File: src/rtl/evict_trigger_pkg.sv
package evict_trigger_pkg;
   typedef enum logic {
      EV_IDLE = 1'b0,
      EV_BUSY = 1'b1
   } ev_state_e;
endpackage

File: src/rtl/evt_fault_latch.sv
module evt_fault_latch (
   input  logic clk,
   input  logic rst_n,
   input  logic fault_evt,
   input  logic alloc_done,
   output logic fault_seen
);
   logic pend_q;

   always_ff @(posedge clk or negedge rst_n) begin
      if (!rst_n)          pend_q <= 1'b0;
      else if (alloc_done) pend_q <= 1'b0;
      else if (fault_evt)  pend_q <= 1'b1;
   end

   assign fault_seen = pend_q | fault_evt;
endmodule

File: src/rtl/evt_qualify.sv
module evt_qualify #(
   parameter int BYTE_W       = 32,
   parameter int THRESH_BYTES = 2097152
) (
   input  logic              fault_seen,
   input  logic              alloc_done,
   input  logic [BYTE_W-1:0] alloc_bytes,
   input  logic [BYTE_W-1:0] free_bytes,
   input  logic              oversub,
   input  logic              regular_en,
   output logic              cond
);
   localparam logic [BYTE_W-1:0] THRESH_V = BYTE_W'(THRESH_BYTES);

   logic short_of_space;
   logic low_water;

   always_comb begin
      short_of_space = alloc_bytes > free_bytes;
      low_water      = free_bytes < THRESH_V;
      cond = alloc_done & fault_seen & regular_en & oversub & short_of_space & low_water;
   end
endmodule

File: src/rtl/evt_sizer.sv
module evt_sizer #(
   parameter int BYTE_W     = 32,
   parameter int PAGE_SHIFT = 16,
   parameter int MAX_PAGES  = 32
) (
   input  logic [BYTE_W-PAGE_SHIFT-1:0] pages_i,
   output logic [BYTE_W-1:0]            size_o
);
   localparam int PG_W = BYTE_W - PAGE_SHIFT;
   localparam logic [PG_W-1:0] MAX_V = PG_W'(MAX_PAGES);
   localparam logic [PG_W-1:0] ONE_V = PG_W'(1);

   logic [PG_W-1:0] sel;

   always_comb begin
      if (pages_i == '0)       sel = ONE_V;
      else if (pages_i > MAX_V) sel = MAX_V;
      else                      sel = pages_i;
      size_o = {sel, {PAGE_SHIFT{1'b0}}};
   end
endmodule

File: src/rtl/evt_issuer.sv
module evt_issuer
   import evict_trigger_pkg::*;
#(
   parameter int BYTE_W  = 32,
   parameter int CNT_W   = 16,
   parameter bit CNT_SAT = 1'b0
) (
   input  logic              clk,
   input  logic              rst_n,
   input  logic              cond,
   input  logic [BYTE_W-1:0] size_i,
   input  logic              evict_done,
   output logic              evict_req,
   output logic [BYTE_W-1:0] evict_bytes,
   output logic [CNT_W-1:0]  evict_count
);
   ev_state_e        state_q;
   logic             fire;
   logic [CNT_W-1:0] cnt_next;

   assign fire = cond & ((state_q == EV_IDLE) | evict_done);

   generate
      if (CNT_SAT) begin : g_sat
         assign cnt_next = (&evict_count) ? evict_count : evict_count + 1'b1;
      end else begin : g_wrap
         assign cnt_next = evict_count + 1'b1;
      end
   endgenerate

   always_ff @(posedge clk or negedge rst_n) begin
      if (!rst_n) begin
         state_q     <= EV_IDLE;
         evict_req   <= 1'b0;
         evict_bytes <= '0;
         evict_count <= '0;
      end else begin
         evict_req <= fire;
         if (fire) begin
            state_q     <= EV_BUSY;
            evict_bytes <= size_i;
            evict_count <= cnt_next;
         end else if (evict_done) begin
            state_q <= EV_IDLE;
         end
      end
   end
endmodule

File: src/rtl/evict_trigger.sv
module evict_trigger #(
   parameter int BYTE_W          = 32,
   parameter int PAGE_BYTES      = 65536,
   parameter int MAX_EVICT_BYTES = 2097152,
   parameter int THRESH_BYTES    = 2097152,
   parameter int CNT_W           = 16,
   parameter bit CNT_SAT         = 1'b0
) (
   input  logic              clk,
   input  logic              rst_n,
   input  logic              fault_evt,
   input  logic              alloc_done,
   input  logic [BYTE_W-1:0] alloc_bytes,
   input  logic [BYTE_W-1:0] free_bytes,
   input  logic              oversub,
   input  logic              regular_en,
   input  logic              evict_done,
   output logic              evict_req,
   output logic [BYTE_W-1:0] evict_bytes,
   output logic [CNT_W-1:0]  evict_count
);
   localparam int PAGE_SHIFT = $clog2(PAGE_BYTES);
   localparam int MAX_PAGES  = MAX_EVICT_BYTES / PAGE_BYTES;
   localparam int PG_W       = BYTE_W - PAGE_SHIFT;

   generate
      if ((1 << PAGE_SHIFT) != PAGE_BYTES) begin : g_bad_page
         $error("PAGE_BYTES must be a power of two");
      end
      if (MAX_PAGES < 1 || (MAX_PAGES * PAGE_BYTES) != MAX_EVICT_BYTES) begin : g_bad_max
         $error("MAX_EVICT_BYTES must be a whole number of pages, at least one");
      end
      if (PG_W < 1 || BYTE_W > 32) begin : g_bad_width
         $error("BYTE_W must exceed the page shift and be at most 32");
      end
      if (CNT_W < 1) begin : g_bad_cnt
         $error("CNT_W must be at least 1");
      end
   endgenerate

   logic              fault_seen;
   logic              cond;
   logic [BYTE_W-1:0] size_w;

   evt_fault_latch u_latch (
      .clk        (clk),
      .rst_n      (rst_n),
      .fault_evt  (fault_evt),
      .alloc_done (alloc_done),
      .fault_seen (fault_seen)
   );

   evt_qualify #(.BYTE_W(BYTE_W), .THRESH_BYTES(THRESH_BYTES)) u_qual (
      .fault_seen  (fault_seen),
      .alloc_done  (alloc_done),
      .alloc_bytes (alloc_bytes),
      .free_bytes  (free_bytes),
      .oversub     (oversub),
      .regular_en  (regular_en),
      .cond        (cond)
   );

   evt_sizer #(.BYTE_W(BYTE_W), .PAGE_SHIFT(PAGE_SHIFT), .MAX_PAGES(MAX_PAGES)) u_size (
      .pages_i (alloc_bytes[BYTE_W-1:PAGE_SHIFT]),
      .size_o  (size_w)
   );

   evt_issuer #(.BYTE_W(BYTE_W), .CNT_W(CNT_W), .CNT_SAT(CNT_SAT)) u_issue (
      .clk         (clk),
      .rst_n       (rst_n),
      .cond        (cond),
      .size_i      (size_w),
      .evict_done  (evict_done),
      .evict_req   (evict_req),
      .evict_bytes (evict_bytes),
      .evict_count (evict_count)
   );
endmodule

File: config.mk
export PLATFORM = sky130hd
export DESIGN_NAME = evict_trigger
export DESIGN_NICKNAME = d
export VERILOG_FILES = /design/src/rtl/evict_trigger_pkg.sv /design/src/rtl/evt_fault_latch.sv /design/src/rtl/evt_qualify.sv /design/src/rtl/evt_sizer.sv /design/src/rtl/evt_issuer.sv /design/src/rtl/evict_trigger.sv
export SDC_FILE = /design/constraint.sdc
export NUM_CORES = 1
export LEC_CHECK = 0
export ABC_CLOCK_PERIOD_IN_PS = 2700
export BUFFER_PORTS_ARGS = -buffer_cell sky130_fd_sc_hd__buf_2
export CORE_MARGIN = 1.5
export CORE_UTILIZATION = 35
export DETAILED_ROUTE_END_ITERATION = 7
export GPL_TIMING_DRIVEN = 0
export HOLD_SLACK_MARGIN = 0.02
export PLACE_DENSITY = 0.6
export SLEW_MARGIN = 10
export SYNTH_ARGS = -nofsm -noshare
export SYNTH_HDL_FRONTEND = slang
export SYNTH_SLANG_ARGS = --single-unit
File: constraint.sdc
create_clock -name clk -period 2.7 [get_ports clk]
set_clock_uncertainty 0.2 [all_clocks]
set_input_delay 0.27 -clock clk [delete_from_list [all_inputs] [get_ports clk]]
set_output_delay 0.27 -clock clk [all_outputs]
set_load 0.005 [all_outputs]
# Word level (Yosys, flattened, before mapping)
# Cells that the tools add are included.
# word_totals
reg_bits	35
in_bits	71
elab_cells	27
# op_classes
addsub	1
n_lt_le_gt_ge	3
muxes	6
bitwise	9
n_reduce_logical	3
# op_table
op	n
> comparator 32 bit	1
< comparator 32 x 22 -> 1 bit (second input constant)	1
2-to-1 mux 16 bit	2
adder 16 x 1 -> 16 bit (second input constant)	1
> comparator 16 x 6 -> 1 bit (second input constant)	1
zero test 16 bit	1
bitwise AND 1 bit	6
2-to-1 mux 1 bit	4
nonzero test 2 bit	2
bitwise OR 1 bit	2
NOT 1 bit	1

# Longest topological paths before layout
# logic_depth
word_depth	8
depth_mapped	10

# By module
# Synthesis repeated with hierarchy kept, for this count alone.
# hier_totals
hier_cells	367
hier_area_um2	3183.1
# modules_own_cells
module	instances	cells_each	area_each_um2
evt_issuer	1	202	1984.4
evt_qualify	1	118	863.3
evt_sizer	1	44	294.0
evt_fault_latch	1	3	41.3

# Least setup slack after synthesis
# OpenSTA, ideal clock, no wires.
# synth_path
path_type	input -> register
from	input port free_bytes[14]
to	register u_issue.evict_bytes[16]
t_arrival_ns	2.154
setup_slack_ns	0.222
path_stages	9
cell_sequence	inv_1 ha_1 a21oi_1 nand2_1 a221o_1 o31a_1 buf_6 o21ai_4 mux2_2
# synth_via
elab_chain_len	4
elab_cells_between_ends	5
# synth_lines
element	line	text
start: declaration	evict_trigger.sv:14	input logic [BYTE_W-1:0] free_bytes,
> comparator 32 bit	evt_qualify.sv:19	short_of_space = alloc_bytes > free_bytes;
bitwise AND 1 bit	evt_qualify.sv:21	cond = alloc_done & fault_seen & regular_en & oversub & short_of_space & low_water;
bitwise AND 1 bit *	evt_qualify.sv:21	
bitwise AND 1 bit *	evt_issuer.sv:21	assign fire = cond & ((state_q == EV_IDLE) | evict_done);
end signal: assignment	evt_issuer.sv:41	evict_bytes <= size_i;
end: declaration	evt_issuer.sv:14	output logic [BYTE_W-1:0] evict_bytes,
# Every way passes the cells marked *; elsewhere a longest branch is shown, timed or not.
# A chain may end at the register's enable or synchronous reset.

# Final worst setup path
# layout_path
from	input port alloc_done
to	register u_issue.evict_count[13]
# layout_via
elab_chain_len	6
# layout_lines
element	line	text
start: declaration	evict_trigger.sv:12	input logic alloc_done,
bitwise AND 1 bit (5 in a row)	evt_qualify.sv:21	
bitwise AND 1 bit	evt_issuer.sv:21	
end signal: assignment	evt_issuer.sv:42	evict_count <= cnt_next;
end: declaration	evt_issuer.sv:15	output logic [CNT_W-1:0] evict_count
# No other way between the ends.

==> key figures <==
Global routing
  – Met2 Resource Use GR: 27.6%
  – Global route overflow: 0
  – Initial antenna violation count: 0
  – Vias in the first global route: about 2200
  – Total GRT Usage: approximately 15%
  – GR Util met3: 3.96%
  – Most Crowded Layer GR: met2
  – First-pass GRT wire length: approximately 9500 um
  – Pin count of the biggest net entering global routing: 36
  – Global-route met1 utilization: between 10% and 20%

Timing
  – Setup_tns: 0 ns
  – Hold WS: approximately 0.040 ns
  – Worst-Margin Slew: between 0.7 and 0.8 ns
  – Max-Slew Margin vs Limit: 47.0%
  – Minimum clock period: 2.43 ns
  – Final Hold Viols: 0
  – Max Clk Rate: 412 MHz
  – RSZ-0062 raised after global routing: false
  – Final WS setup: 0.274 ns
  – # setup viols final: 0
  – Period utilisation layout: 89.9%
  – Slew Limit Fails: 0

Critical path
  – Critical Path Start Type: input pin
  – CP Max Fanout: 10
  – Slowest CP cell: dlygate4sd3_1
  – CP Cell Sequence: dlygate4sd3_1 -> buf_2 -> and4_1 -> nand4_1 -> a221oi_2 -> buf_2 -> o2111ai_1 -> xnor2_1
  – Critical path class: input pin to register
  – CP Capture Type: register
  – Crit path DAT: 2.40 ns
  – CP Buf/Inv Count: 3
  – Critical path required time: about 2.7 ns
  – Cell mode on critical path: buf_2
  – Crit-path leading delay family: buffers and inverters
  – Worst path max stage delay: about 0.53 ns

Pwr
  – Total net switching power: between 300 and 400 uW
  – PD cells: about 360 nW/um^2
  – Sequential power share: between 40% and 50%
  – Pleak: 1.97 nW
  – Clock power frac: between 30% and 40%
  – Int Pwr: a little over 900 uW
  – Logic pwr share: approximately 18%
  – Final Power: 1.21 mW
  – Sw frac: roughly 25%
  – Worst VDD drop: between 0.2 and 0.25 mV

CTS
  – CTS Sinks: 35
  – TritonCTS buffer count: 5
  – Root Driver: clkbuf_8
  – CTS tree: yes
  – Clk Latency, worst-skew pair: about 0.28 ns
  – Max H-tree Level: 2
  – Reg clk slew, reported paths: 0.07 ns
  – Longest Clk Path Bufs: 2

Floorplanning
  – Row count: 30
  – Core ar.: between 6000 and 7000 um^2
  – Initial Util: about 37%
  – Die Width: between 80 and 90 um
  – Ports: between 100 and 150
  – Die height: around 88 um
  – Die footprint: between 7000 and 8000 um^2

Synth
  – Ys flop type: dfrtp_1
  – Post-synthesis mux area share: between 2 and 3%
  – Avg Cell Area, Syn: around 9.5 um^2
  – Simple-Gate Fraction of Synth Area: between 10% and 20%
  – Yosys warning total: 0
  – #FFs+latches synth: 35
  – Yosys cell types: 40
  – Post-synth EDFFs: 0
  – Netlist Area Pre-Place: 2520 um^2
  – Sequential area share after synthesis: between 30% and 40%
  – Main combinational cell family by area after synthesis: adder cells
  – Adder-cell share of the synthesized area: between 10% and 20%
  – Mapped Cells: roughly 270
  – Post-Synth XOR/XNOR Area: ~5.6%
  – Compound-Gate Fraction of Synth Area: between 10% and 20%
  – Ys async rst share: 100%

Routing
  – Antenna violation net count after detailed routing: 0
  – Vias/cell: ~4.6
  – Drt total wl: roughly 5600 um
  – Detailed-route via count: about 2200
  – Routed len/inst: between 10 and 15 um
  – DRT iter0 DRCs: 31
  – Drt pass-1 iters: 4
  – DRC: 0

Finish
  – Fin nets: about 500
  – Commonest non-fill, non-tap cells in the layout: buf_2, inv_1, dfrtp_1, ha_1
  – Final Util: 49.0%
  – Register area: a little under 900 um^2
  – Leading cell type in the layout, fill and taps excluded: buf_2
  – P&R area growth vs syn: 33.5%
  – Area of the multi-input gates: 1390 um^2
  – Non-Filler Instances: 491
  – Share of cells above drive strength 1: between 30% and 40%
  – Antenna fix cells: 0
  – Design Area, Final: ~3400 um^2
  – Filler Cell Count: a little under 700

Placed design
  – Pre-CTS setup slack: -0.0528 ns
  – Placed insts: ~480
  – Area after DPL: about 3200 um^2
  – Final GP Congestion: roughly 0.82
  – Buffers on Ports: approximately 100
  – HPWL after detailed placement: between 4000 and 5000 um

Hold path
  – Hold Path Class: input pin to register

Job
  – Max-cap violations: 0

Status
  – Status: complete, no violations
-- sequential cells by signal (all words and copies together) (netlist names) --
name	cells
u_issue.evict_bytes	16
u_issue.evict_count	16
u_issue.evict_req	1
u_issue.state_q	1
u_latch.pend_q	1
-- cells in the mapped netlist, types with 5 or more instances --
master     count  share of area, %
nand4_1        9               2.2
nor4_1         7               1.7
dfrtp_1       35                35
inv_1         40               6.0
a21oi_1       14               2.8
nand3_1        5              0.99
buf_4         16               4.8
o211ai_1       7               2.1
and2_1        13               3.2
ha_1          33                16
nor2_1         6              0.89
nand2_1        9               1.3
xnor2_1       15               5.2
and3_1         9               2.2
o2111ai_1      8               2.8
-- worst min-delay path, stage by stage --
cell and delay, ns:
buf_2 0.11, nand2_1 0.05, mux2i_1 0.05
-- area by class of cell --
cell class                      count  share of cell area (%)
Inverter                           40                    4.46
Timing Repair Buffer              107                    16.5
Sequential cell                    35                    26.0
Buffer                             22                    4.76
Clock inverter                      3                    1.30
Multi-Input combinational cell    183                    41.3
Clock buffer                        5                    2.05
Tap cell                           96                    3.57
-- worst paths after layout --
check	from	endpoint	slack [ns]	cells past startpoint
min in group asynchronous	rst_n	u_issue.evict_bytes[22]	0.41	2
worst max register to register	u_latch.pend_q	u_issue.evict_count[13]	0.56	7
max in group asynchronous	rst_n	u_issue.evict_count[14]	1.39	2
worst min-delay path	alloc_bytes[17]	u_issue.evict_bytes[17]	0.04	3
worst max-delay path	alloc_done	u_issue.evict_count[13]	0.27	8
worst min register to register	u_issue.evict_bytes[29]	u_issue.evict_bytes[29]	0.28	1
-- cell families (layout without fill, tap and decap cells) --
group / Yosys count / after routing
AO/OA/AOI/OAI: 44 / 44
XOR/XNOR: 16 / 16
adder cells (fa/ha/maj): 33 / 33
buffers and inverters: 62 / 177
flip-flops: 35 / 35
multiplexers: 7 / 7
other: 1 / 16
AND/OR/NAND/NOR: 67 / 67
-- metal layers --
metal | part of all wire [%] | routed length [um]
met3 | 7.7 | 432
met5 | 0 | 0
met1 | 44 | 2440
met2 | 47 | 2650
met4 | 1.2 | 67
-- power groups by stage --
stage / combinational, mW / sequential, mW / clock, mW
5_1_grt: 0.250 / 0.525 / 0.506
6_report: 0.214 / 0.525 / 0.467
4_1_cts: 0.217 / 0.525 / 0.487
3_5_place_dp: 0.212 / 0.536 / 0
2_1_floorplan: 0.118 / 0.536 / 0
3_3_place_gp: 0.207 / 0.536 / 0
-- what timing repair did --
| action | 4_1_cts | 5_1_grt |
|---|---|---|
| setup buffers | 0 | 0 |
| hold endpoints to repair | 37 | 0 |
| resized for setup | 0 | 0 |
| hold buffers | 4 | 0 |
Power figures use the tool's default switching activity.
